--- src/rtl/interp_pkg.sv ---
package interp_pkg;

  localparam int REG_AW = 4;
  localparam int CTL_W  = 22;

  // Control word layout (LSB first): shift, window low, window high, sign,
  // peer input, peer result, raw add, bus force, blend.
  typedef struct packed {
    logic       mix;
    logic [1:0] frc;
    logic       raw;
    logic       xres;
    logic       xin;
    logic       sgn;
    logic [4:0] hi;
    logic [4:0] lo;
    logic [4:0] sh;
  } ictrl_t;

  typedef enum logic [REG_AW-1:0] {
    A_ACC0  = 4'd0,
    A_ACC1  = 4'd1,
    A_BASE0 = 4'd2,
    A_BASE1 = 4'd3,
    A_BASE2 = 4'd4,
    A_CTL0  = 4'd5,
    A_CTL1  = 4'd6,
    A_PK0   = 4'd8,
    A_PK1   = 4'd9,
    A_PKF   = 4'd10,
    A_PP0   = 4'd12,
    A_PP1   = 4'd13,
    A_PPF   = 4'd14
  } iaddr_e;

endpackage

--- src/rtl/interp_lane.sv ---
module interp_lane
  import interp_pkg::*;
#(
  parameter int DW = 32
) (
  input  logic          clk,
  input  logic          rst_n,
  input  logic [DW-1:0] own_acc,
  input  logic [DW-1:0] peer_acc,
  input  ictrl_t        ctl,
  output logic [DW-1:0] src,
  output logic [DW-1:0] sm,
  output logic [DW-1:0] ext,
  output logic          ovf
);

  localparam logic [DW-1:0] ONES = {DW{1'b1}};

  // Window of kept bits, empty when the high bound is below the low bound.
  function automatic logic [DW-1:0] window_of(input logic [4:0] lo, input logic [4:0] hi);
    if (hi < lo) return '0;
    return (ONES << lo) & (ONES >> (DW - 1 - int'(hi)));
  endfunction

  // Extend from bit hi upward; bits above hi are already clear.
  function automatic logic [DW-1:0] extend_from(input logic [DW-1:0] v, input logic [4:0] hi);
    if (v[hi]) return v | (ONES << hi);
    return v;
  endfunction

  logic [DW-1:0] shifted;
  logic [DW-1:0] win;

  always_comb begin
    src     = ctl.xin ? peer_acc : own_acc;
    shifted = src >> ctl.sh;
    win     = window_of(ctl.lo, ctl.hi);
    sm      = shifted & win;
    ext     = ctl.sgn ? extend_from(sm, ctl.hi) : sm;
    ovf     = |(shifted & ~win);
  end

  // an inverted window yields nothing
  assert_empty_window_R3: assert property (@(posedge clk) disable iff (!rst_n)
    (ctl.hi < ctl.lo) |-> (sm == '0));

  // a raised flag means the window dropped a one
  assert_flag_drop_R10: assert property (@(posedge clk) disable iff (!rst_n)
    ovf |-> (shifted != sm));

  // extension never disturbs the windowed bits
  assert_ext_keeps_R4: assert property (@(posedge clk) disable iff (!rst_n)
    ((ext & win) == sm));

endmodule

--- src/rtl/interp_blend.sv ---
module interp_blend #(
  parameter int DW = 32,
  parameter int FW = 8
) (
  input  logic [DW-1:0] b0,
  input  logic [DW-1:0] b1,
  input  logic [FW-1:0] frac,
  input  logic          sgn,
  output logic [DW-1:0] mixv
);

  // b0 + floor((b1 - b0) * frac / 2^FW), bases signed or unsigned.
  function automatic logic [DW-1:0] lerp(input logic [DW-1:0] a, input logic [DW-1:0] b,
                                         input logic [FW-1:0] f, input logic s);
    logic signed [DW:0]      d;
    logic signed [DW+FW+1:0] p;
    logic signed [DW+FW+1:0] q;
    d = $signed({s & b[DW-1], b}) - $signed({s & a[DW-1], a});
    p = d * $signed({1'b0, f});
    q = p >>> FW;
    return a + q[DW-1:0];
  endfunction

  assign mixv = lerp(b0, b1, frac, sgn);

endmodule

--- src/rtl/interp2.sv ---
module interp2
  import interp_pkg::*;
#(
  parameter int DATA_W = 32,
  parameter int FRAC_W = 8
) (
  input  logic              clk,
  input  logic              rst_n,
  input  logic              wr_en,
  input  logic [REG_AW-1:0] wr_addr,
  input  logic [DATA_W-1:0] wr_data,
  input  logic              rd_en,
  input  logic [REG_AW-1:0] rd_addr,
  output logic [DATA_W-1:0] rd_data
);

  localparam int FORCE_LSB = DATA_W - 4;
  localparam int FLAG_LSB  = CTL_W + 1;

  logic [DATA_W-1:0] acc_q  [2];
  logic [DATA_W-1:0] base_q [3];
  ictrl_t            ctl_q  [2];

  logic [DATA_W-1:0] src_w [2];
  logic [DATA_W-1:0] sm_w  [2];
  logic [DATA_W-1:0] ext_w [2];
  logic              ovf_w [2];

  for (genvar l = 0; l < 2; l++) begin : g_lane
    interp_lane #(.DW(DATA_W)) u_lane (
      .clk      (clk),
      .rst_n    (rst_n),
      .own_acc  (acc_q[l]),
      .peer_acc (acc_q[1-l]),
      .ctl      (ctl_q[l]),
      .src      (src_w[l]),
      .sm       (sm_w[l]),
      .ext      (ext_w[l]),
      .ovf      (ovf_w[l])
    );
  end

  logic [DATA_W-1:0] mix_w;

  interp_blend #(.DW(DATA_W), .FW(FRAC_W)) u_mix (
    .b0   (base_q[0]),
    .b1   (base_q[1]),
    .frac (sm_w[1][FRAC_W-1:0]),
    .sgn  (ctl_q[1].sgn),
    .mixv (mix_w)
  );

  function automatic logic [DATA_W-1:0] bus_view(input logic [DATA_W-1:0] v, input logic [1:0] f);
    return v | ({{(DATA_W-2){1'b0}}, f} << FORCE_LSB);
  endfunction

  // Lane and combined results on the internal datapath.
  logic              mix_on;
  logic [DATA_W-1:0] res0, res1, full, bus0, bus1;

  always_comb begin
    mix_on = ctl_q[0].mix;
    res0   = mix_on ? {{(DATA_W-FRAC_W){1'b0}}, sm_w[1][FRAC_W-1:0]}
                    : base_q[0] + (ctl_q[0].raw ? src_w[0] : ext_w[0]);
    res1   = mix_on ? mix_w
                    : base_q[1] + (ctl_q[1].raw ? src_w[1] : ext_w[1]);
    full   = base_q[2] + ext_w[0] + (mix_on ? '0 : ext_w[1]);
    bus0   = bus_view(res0, ctl_q[0].frc);
    bus1   = bus_view(res1, ctl_q[1].frc);
  end

  logic pop, wr_acc0, wr_acc1, peek;
  assign pop     = rd_en && (rd_addr == A_PP0 || rd_addr == A_PP1 || rd_addr == A_PPF);
  assign peek    = rd_en && (rd_addr == A_PK0 || rd_addr == A_PK1 || rd_addr == A_PKF);
  assign wr_acc0 = wr_en && (wr_addr == A_ACC0);
  assign wr_acc1 = wr_en && (wr_addr == A_ACC1);

  // Configuration registers.
  always_ff @(posedge clk or negedge rst_n) begin
    if (!rst_n) begin
      base_q[0] <= '0;
      base_q[1] <= '0;
      base_q[2] <= '0;
      ctl_q[0]  <= '0;
      ctl_q[1]  <= '0;
    end else if (wr_en) begin
      case (wr_addr)
        A_BASE0: base_q[0] <= wr_data;
        A_BASE1: base_q[1] <= wr_data;
        A_BASE2: base_q[2] <= wr_data;
        A_CTL0:  ctl_q[0]  <= ictrl_t'(wr_data[CTL_W-1:0]);
        A_CTL1: begin
          ctl_q[1]     <= ictrl_t'(wr_data[CTL_W-1:0]);
          ctl_q[1].mix <= 1'b0;
        end
        default: ;
      endcase
    end
  end

  // Accumulators: a direct write beats a pop write-back.
  always_ff @(posedge clk or negedge rst_n) begin
    if (!rst_n) begin
      acc_q[0] <= '0;
      acc_q[1] <= '0;
    end else begin
      if (wr_acc0)  acc_q[0] <= wr_data;
      else if (pop) acc_q[0] <= ctl_q[0].xres ? res1 : res0;
      if (wr_acc1)  acc_q[1] <= wr_data;
      else if (pop) acc_q[1] <= ctl_q[1].xres ? res0 : res1;
    end
  end

  always_comb begin
    rd_data = '0;
    if (rd_en) begin
      case (rd_addr)
        A_ACC0:          rd_data = acc_q[0];
        A_ACC1:          rd_data = acc_q[1];
        A_BASE0:         rd_data = base_q[0];
        A_BASE1:         rd_data = base_q[1];
        A_BASE2:         rd_data = base_q[2];
        A_CTL0:          rd_data = {{(DATA_W-FLAG_LSB-3){1'b0}}, ovf_w[0] | ovf_w[1],
                                    ovf_w[1], ovf_w[0], 1'b0, ctl_q[0]};
        A_CTL1:          rd_data = {{(DATA_W-CTL_W){1'b0}}, ctl_q[1]};
        A_PK0, A_PP0:    rd_data = bus0;
        A_PK1, A_PP1:    rd_data = bus1;
        A_PKF, A_PPF:    rd_data = full;
        default:         rd_data = '0;
      endcase
    end
  end

  // a peek leaves both accumulators alone
  assert_peek_hold_R8: assert property (@(posedge clk) disable iff (!rst_n)
    (peek && !wr_en) |=> ($stable(acc_q[0]) && $stable(acc_q[1])));

  // pop loads lane 0's own result when not crossed
  assert_pop_load_R8: assert property (@(posedge clk) disable iff (!rst_n)
    (pop && !wr_acc0 && !ctl_q[0].xres) |=> (acc_q[0] == $past(res0)));

  // a direct write wins over a coincident pop
  assert_write_wins_R13: assert property (@(posedge clk) disable iff (!rst_n)
    (wr_acc1 && pop) |=> (acc_q[1] == $past(wr_data)));

  // unsigned blend stays between the two bases
  assert_blend_range_R11: assert property (@(posedge clk) disable iff (!rst_n)
    (mix_on && !ctl_q[1].sgn) |->
      ((res1 >= base_q[0] && res1 <= base_q[1]) || (res1 >= base_q[1] && res1 <= base_q[0])));

  // the force field never reaches the combined read
  assert_force_bus_only_R9: assert property (@(posedge clk) disable iff (!rst_n)
    (rd_en && rd_addr == A_PKF) |-> (rd_data == full));

endmodule

--- config.mk ---
export PLATFORM = sky130hd
export DESIGN_NAME = interp2
export DESIGN_NICKNAME = d
export VERILOG_FILES = /design/src/rtl/interp_pkg.sv /design/src/rtl/interp_lane.sv /design/src/rtl/interp_blend.sv /design/src/rtl/interp2.sv
export SDC_FILE = /design/constraint.sdc
export NUM_CORES = 2
export LEC_CHECK = 0
export ABC_AREA = 1
export BUFFER_PORTS_ARGS = -buffer_cell sky130_fd_sc_hd__buf_2
export CELL_PAD_IN_SITES_DETAIL_PLACEMENT = 1
export CELL_PAD_IN_SITES_GLOBAL_PLACEMENT = 1
export CORE_MARGIN = 5
export CORE_UTILIZATION = 45
export DETAILED_ROUTE_END_ITERATION = 12
export GPL_ROUTABILITY_DRIVEN = 0
export PLACE_DENSITY = 0.82
export SLEW_MARGIN = 10
export SYNTH_ARGS = -nofsm -noshare
export SYNTH_HDL_FRONTEND = slang
export SYNTH_SLANG_ARGS = --single-unit
--- constraint.sdc ---
create_clock -name clk -period 17.9 [get_ports clk]
set_input_delay 3.58 -clock clk [delete_from_list [all_inputs] [get_ports clk]]
set_output_delay 3.58 -clock clk [all_outputs]
set_load 0.01 [all_outputs]
==> metrics.yaml <==
clock_tree:
  clk_pin_slew_ns: 0.07
  h-tree-depth: 1
  numCtsBuffers: 27
  cts.path.max_buffers: 3
  cts_resized: 0
  clock_sinks: 203
  root_buffer: "clkbuf_16"
  cts_tree: "yes"
  hold_buffers: 0
  insertion_delay_ns: 0.62
  post-cts-setup-buffers: 0
synth:
  syn_area_um2: 36400
  synthCells: 5760
  synthTopCellsByArea: "nand2_1, dfrtp_1, fa_1"
  syn_area_per_cell_um2: 6.32
  synth-edff-count: 0
  synth_ff_type: "dfrtp_1"
  synth.largest_area_cell: "nand2_1"
  synth_cell_types: 71
  synth_fp_nets: 6282
  synth_seq_area_share_pct: 14.0
  synth_commonest_cells: "nand2_1, inv_1, nand3_1"
  async_reset_ff_share_pct: 100
  yosysTopAreaCellShare_pct: 14.7
  ys_ff_latch: 203
  synth_warnings: 0
  yosysMostFrequentCell: "nand2_1"
critical_path:
  r2r_end: "acc_q[58]$_DFFE_PN0P_"
  end_kind: "output pin"
  path_class: "flip-flop to output pin"
  crit_end: "rd_data[21]"
  required_ns: 14.32
  critPathMaxStageDelay_ns: 0.64
  worstSetupStartpointType: "flip-flop"
  rr_worst_depth: 44
  cp.depth: 42
  worstPathMaxFanout: 28
  crit_start: "ctl_q[9]$_DFFE_PN0P_"
  path_buf_inv: 11
  r2r_start: "ctl_q[9]$_DFFE_PN0P_"
  crit_arrival_ns: 11.73
  critPathTopFamily: "compound AO/OA/AOI/OAI gates"
  worst_path_most_repeated_cell: "inv_1"
  slowest_stage: "o21ai_0"
  timing.reg2reg.setup_slack_ns: 6.94
timing:
  finalHoldViolCount: 0
  max-slew-margin-rel_pct: 0.127
  setup_viol: 0
  fin_crit_ns: 15.31
  worst_pin_slew_ns: 1.48
  skew_ns: 0.0374
  tns_ns: 0
  rsz0062_at_grt: "false"
  hold_slack_ns: 0.487
  clock.fmax_mhz: 65.3
  slew_viol_final: 0
  fin_crit_sh_pct: 85.5
routing:
  drt_iter0_markers: 6010
  wl_per_cell_um: 27.2
  dr_wl_met3_mm: 24.7
  viasPerCell: 6.45
  drc_errors: 0
  via_count: 43727
  highest_layer: "met5"
  first_pass_iters: 6
  finalWirelength_mm: 184
  ant_nets: 0
  met2WireLength_mm: 74.4
  m1WireLength_mm: 69.1
global_routing:
  grt-ovfl-total: 0
  grt_usage_pct: 41.2
  grt_max_degree: 87
  antenna_found_initial: 5
  grt_pass1_wl_mm: 274
  first_global_vias: 43768
floorplan:
  rows: 104
  io_pins: 76
  fp.dieH_um: 294
  core_um2: 80300
  start_util_pct: 45.3
  die_area_um2: 86600
  die_x_um: 294
pwr:
  powerDensity_nw_per_um2: 158
  power_uw: 6070
  p_leak_uw: 0.0197
  irDropWorstVdd_uv: 101
finish:
  nNetsFinal: 6216
  num-fill-cells: 11016
  seqCellArea_um2: 5080
  layout-drive-gt1-share_pct: 5.02
  area_growth_pct: 5.57
  multi_input_area_um2: 27200
  fin_area_um2: 38400
placed_design:
  dpl.hpwl_mm: 148
  io_buffers: 75
  placed_area_um2: 37500
flow_run:
  max_cap_violations: 1
status:
  failed_checks: "capacitance limit"
  status: "complete, but fails checks"
min_path:
  min-delay-path-class: "flip-flop to flip-flop"
==> per-stage QoR <==
stage | setup slack (ns) | util [%] | instances
2_1_floorplan | 6.41 | - | 5760
3_3_place_gp | 3.99 | 46.7 | 6725
3_5_place_dp | 3.66 | 46.7 | 6725
4_1_cts | 2.94 | 47.8 | 6775
5_1_grt | 2.24 | 47.8 | 6775
6_report | 2.59 | 47.8 | 6781
==> flip-flops by register name, summed over array words and instances, names as in the netlist <==
register / cells
acc_q: 64
base_q: 96
ctl_q: 42
mix_on: 1
==> area by class of cell <==
class	instances	area share, %
Timing Repair Buffer	142	2.31
Sequential cell	203	13.2
Clock buffer	33	1.87
Multi-Input combinational cell	4514	70.7
Inverter	806	7.92
Tap cell	1060	3.45
Antenna cell	6	0.0391
Clock inverter	17	0.437
==> routing by layer <==
layer | vias to the layer above | global-route usage (%)
met5 | - | 0
met4 | 2 | 26.7
met3 | 783 | 12.9
met2 | 2976 | 60.0
met1 | 21029 | 52.7
li1 | 18937 | -
==> worst min-delay path by stage <==
| stage | from | endpoint | slack (ns) | cells after the start |
|---|---|---|---|---|
| floorplan | base_q[10]$_DFFE_PN0P_ | base_q[10]$_DFFE_PN0P_ | 0.45 | 2 |
| global placement | base_q[1]$_DFFE_PN0P_ | base_q[1]$_DFFE_PN0P_ | 0.47 | 2 |
| detailed placement | base_q[19]$_DFFE_PN0P_ | base_q[19]$_DFFE_PN0P_ | 0.47 | 2 |
| CTS | base_q[24]$_DFFE_PN0P_ | base_q[24]$_DFFE_PN0P_ | 0.49 | 2 |
| global route | base_q[7]$_DFFE_PN0P_ | base_q[7]$_DFFE_PN0P_ | 0.52 | 2 |
| finish | base_q[24]$_DFFE_PN0P_ | base_q[24]$_DFFE_PN0P_ | 0.49 | 2 |
==> worst min-delay path, stage by stage, from the launching register on <==
cell and delay, ns:
dfrtp_1 0.34, nand2_1 0.05, o21ai_0 0.06
==> cell usage in the layout (no fill, tap or decap), drive strengths merged, types with 6 or more instances in the layout <==
| cell type | n |
|---|---|
| a31oi | 67 |
| o21ai | 431 |
| clkinv | 19 |
| dfrtp | 203 |
| clkbuf | 33 |
| a21oi | 355 |
| nand4 | 51 |
| a21boi | 30 |
| nand2 | 1436 |
| buf | 142 |
| diode | 6 |
| xor2 | 71 |
| o21bai | 16 |
| o221ai | 43 |
| o21a | 30 |
| o22ai | 49 |
| a211oi | 21 |
| or2 | 19 |
| ha | 244 |
| o31ai | 9 |
| nor2 | 538 |
| a221oi | 25 |
| nand3 | 629 |
| nor4 | 29 |
| xnor2 | 30 |
| o211ai | 51 |
| fa | 234 |
| mux2i | 7 |
| nor3 | 53 |
| inv | 798 |
| o2111ai | 9 |
==> cells by family after synthesis <==
family | synth area share, %
and+or+nand+nor | 32.0
AOI/OAI and AO/OA | 18.7
buffers and inverters | 11.5
adders and majority gates | 21.3
DFF | 14.0
xor gates and xnor gates | 2.45
muxes | 0.193
==> power breakdown <==
group / internal, µW / switching (µW)
clock network: 317 / 269
logic: 1320 / 3330
registers: 587 / 241
No activity file was read; power rests on OpenSTA's default activity.
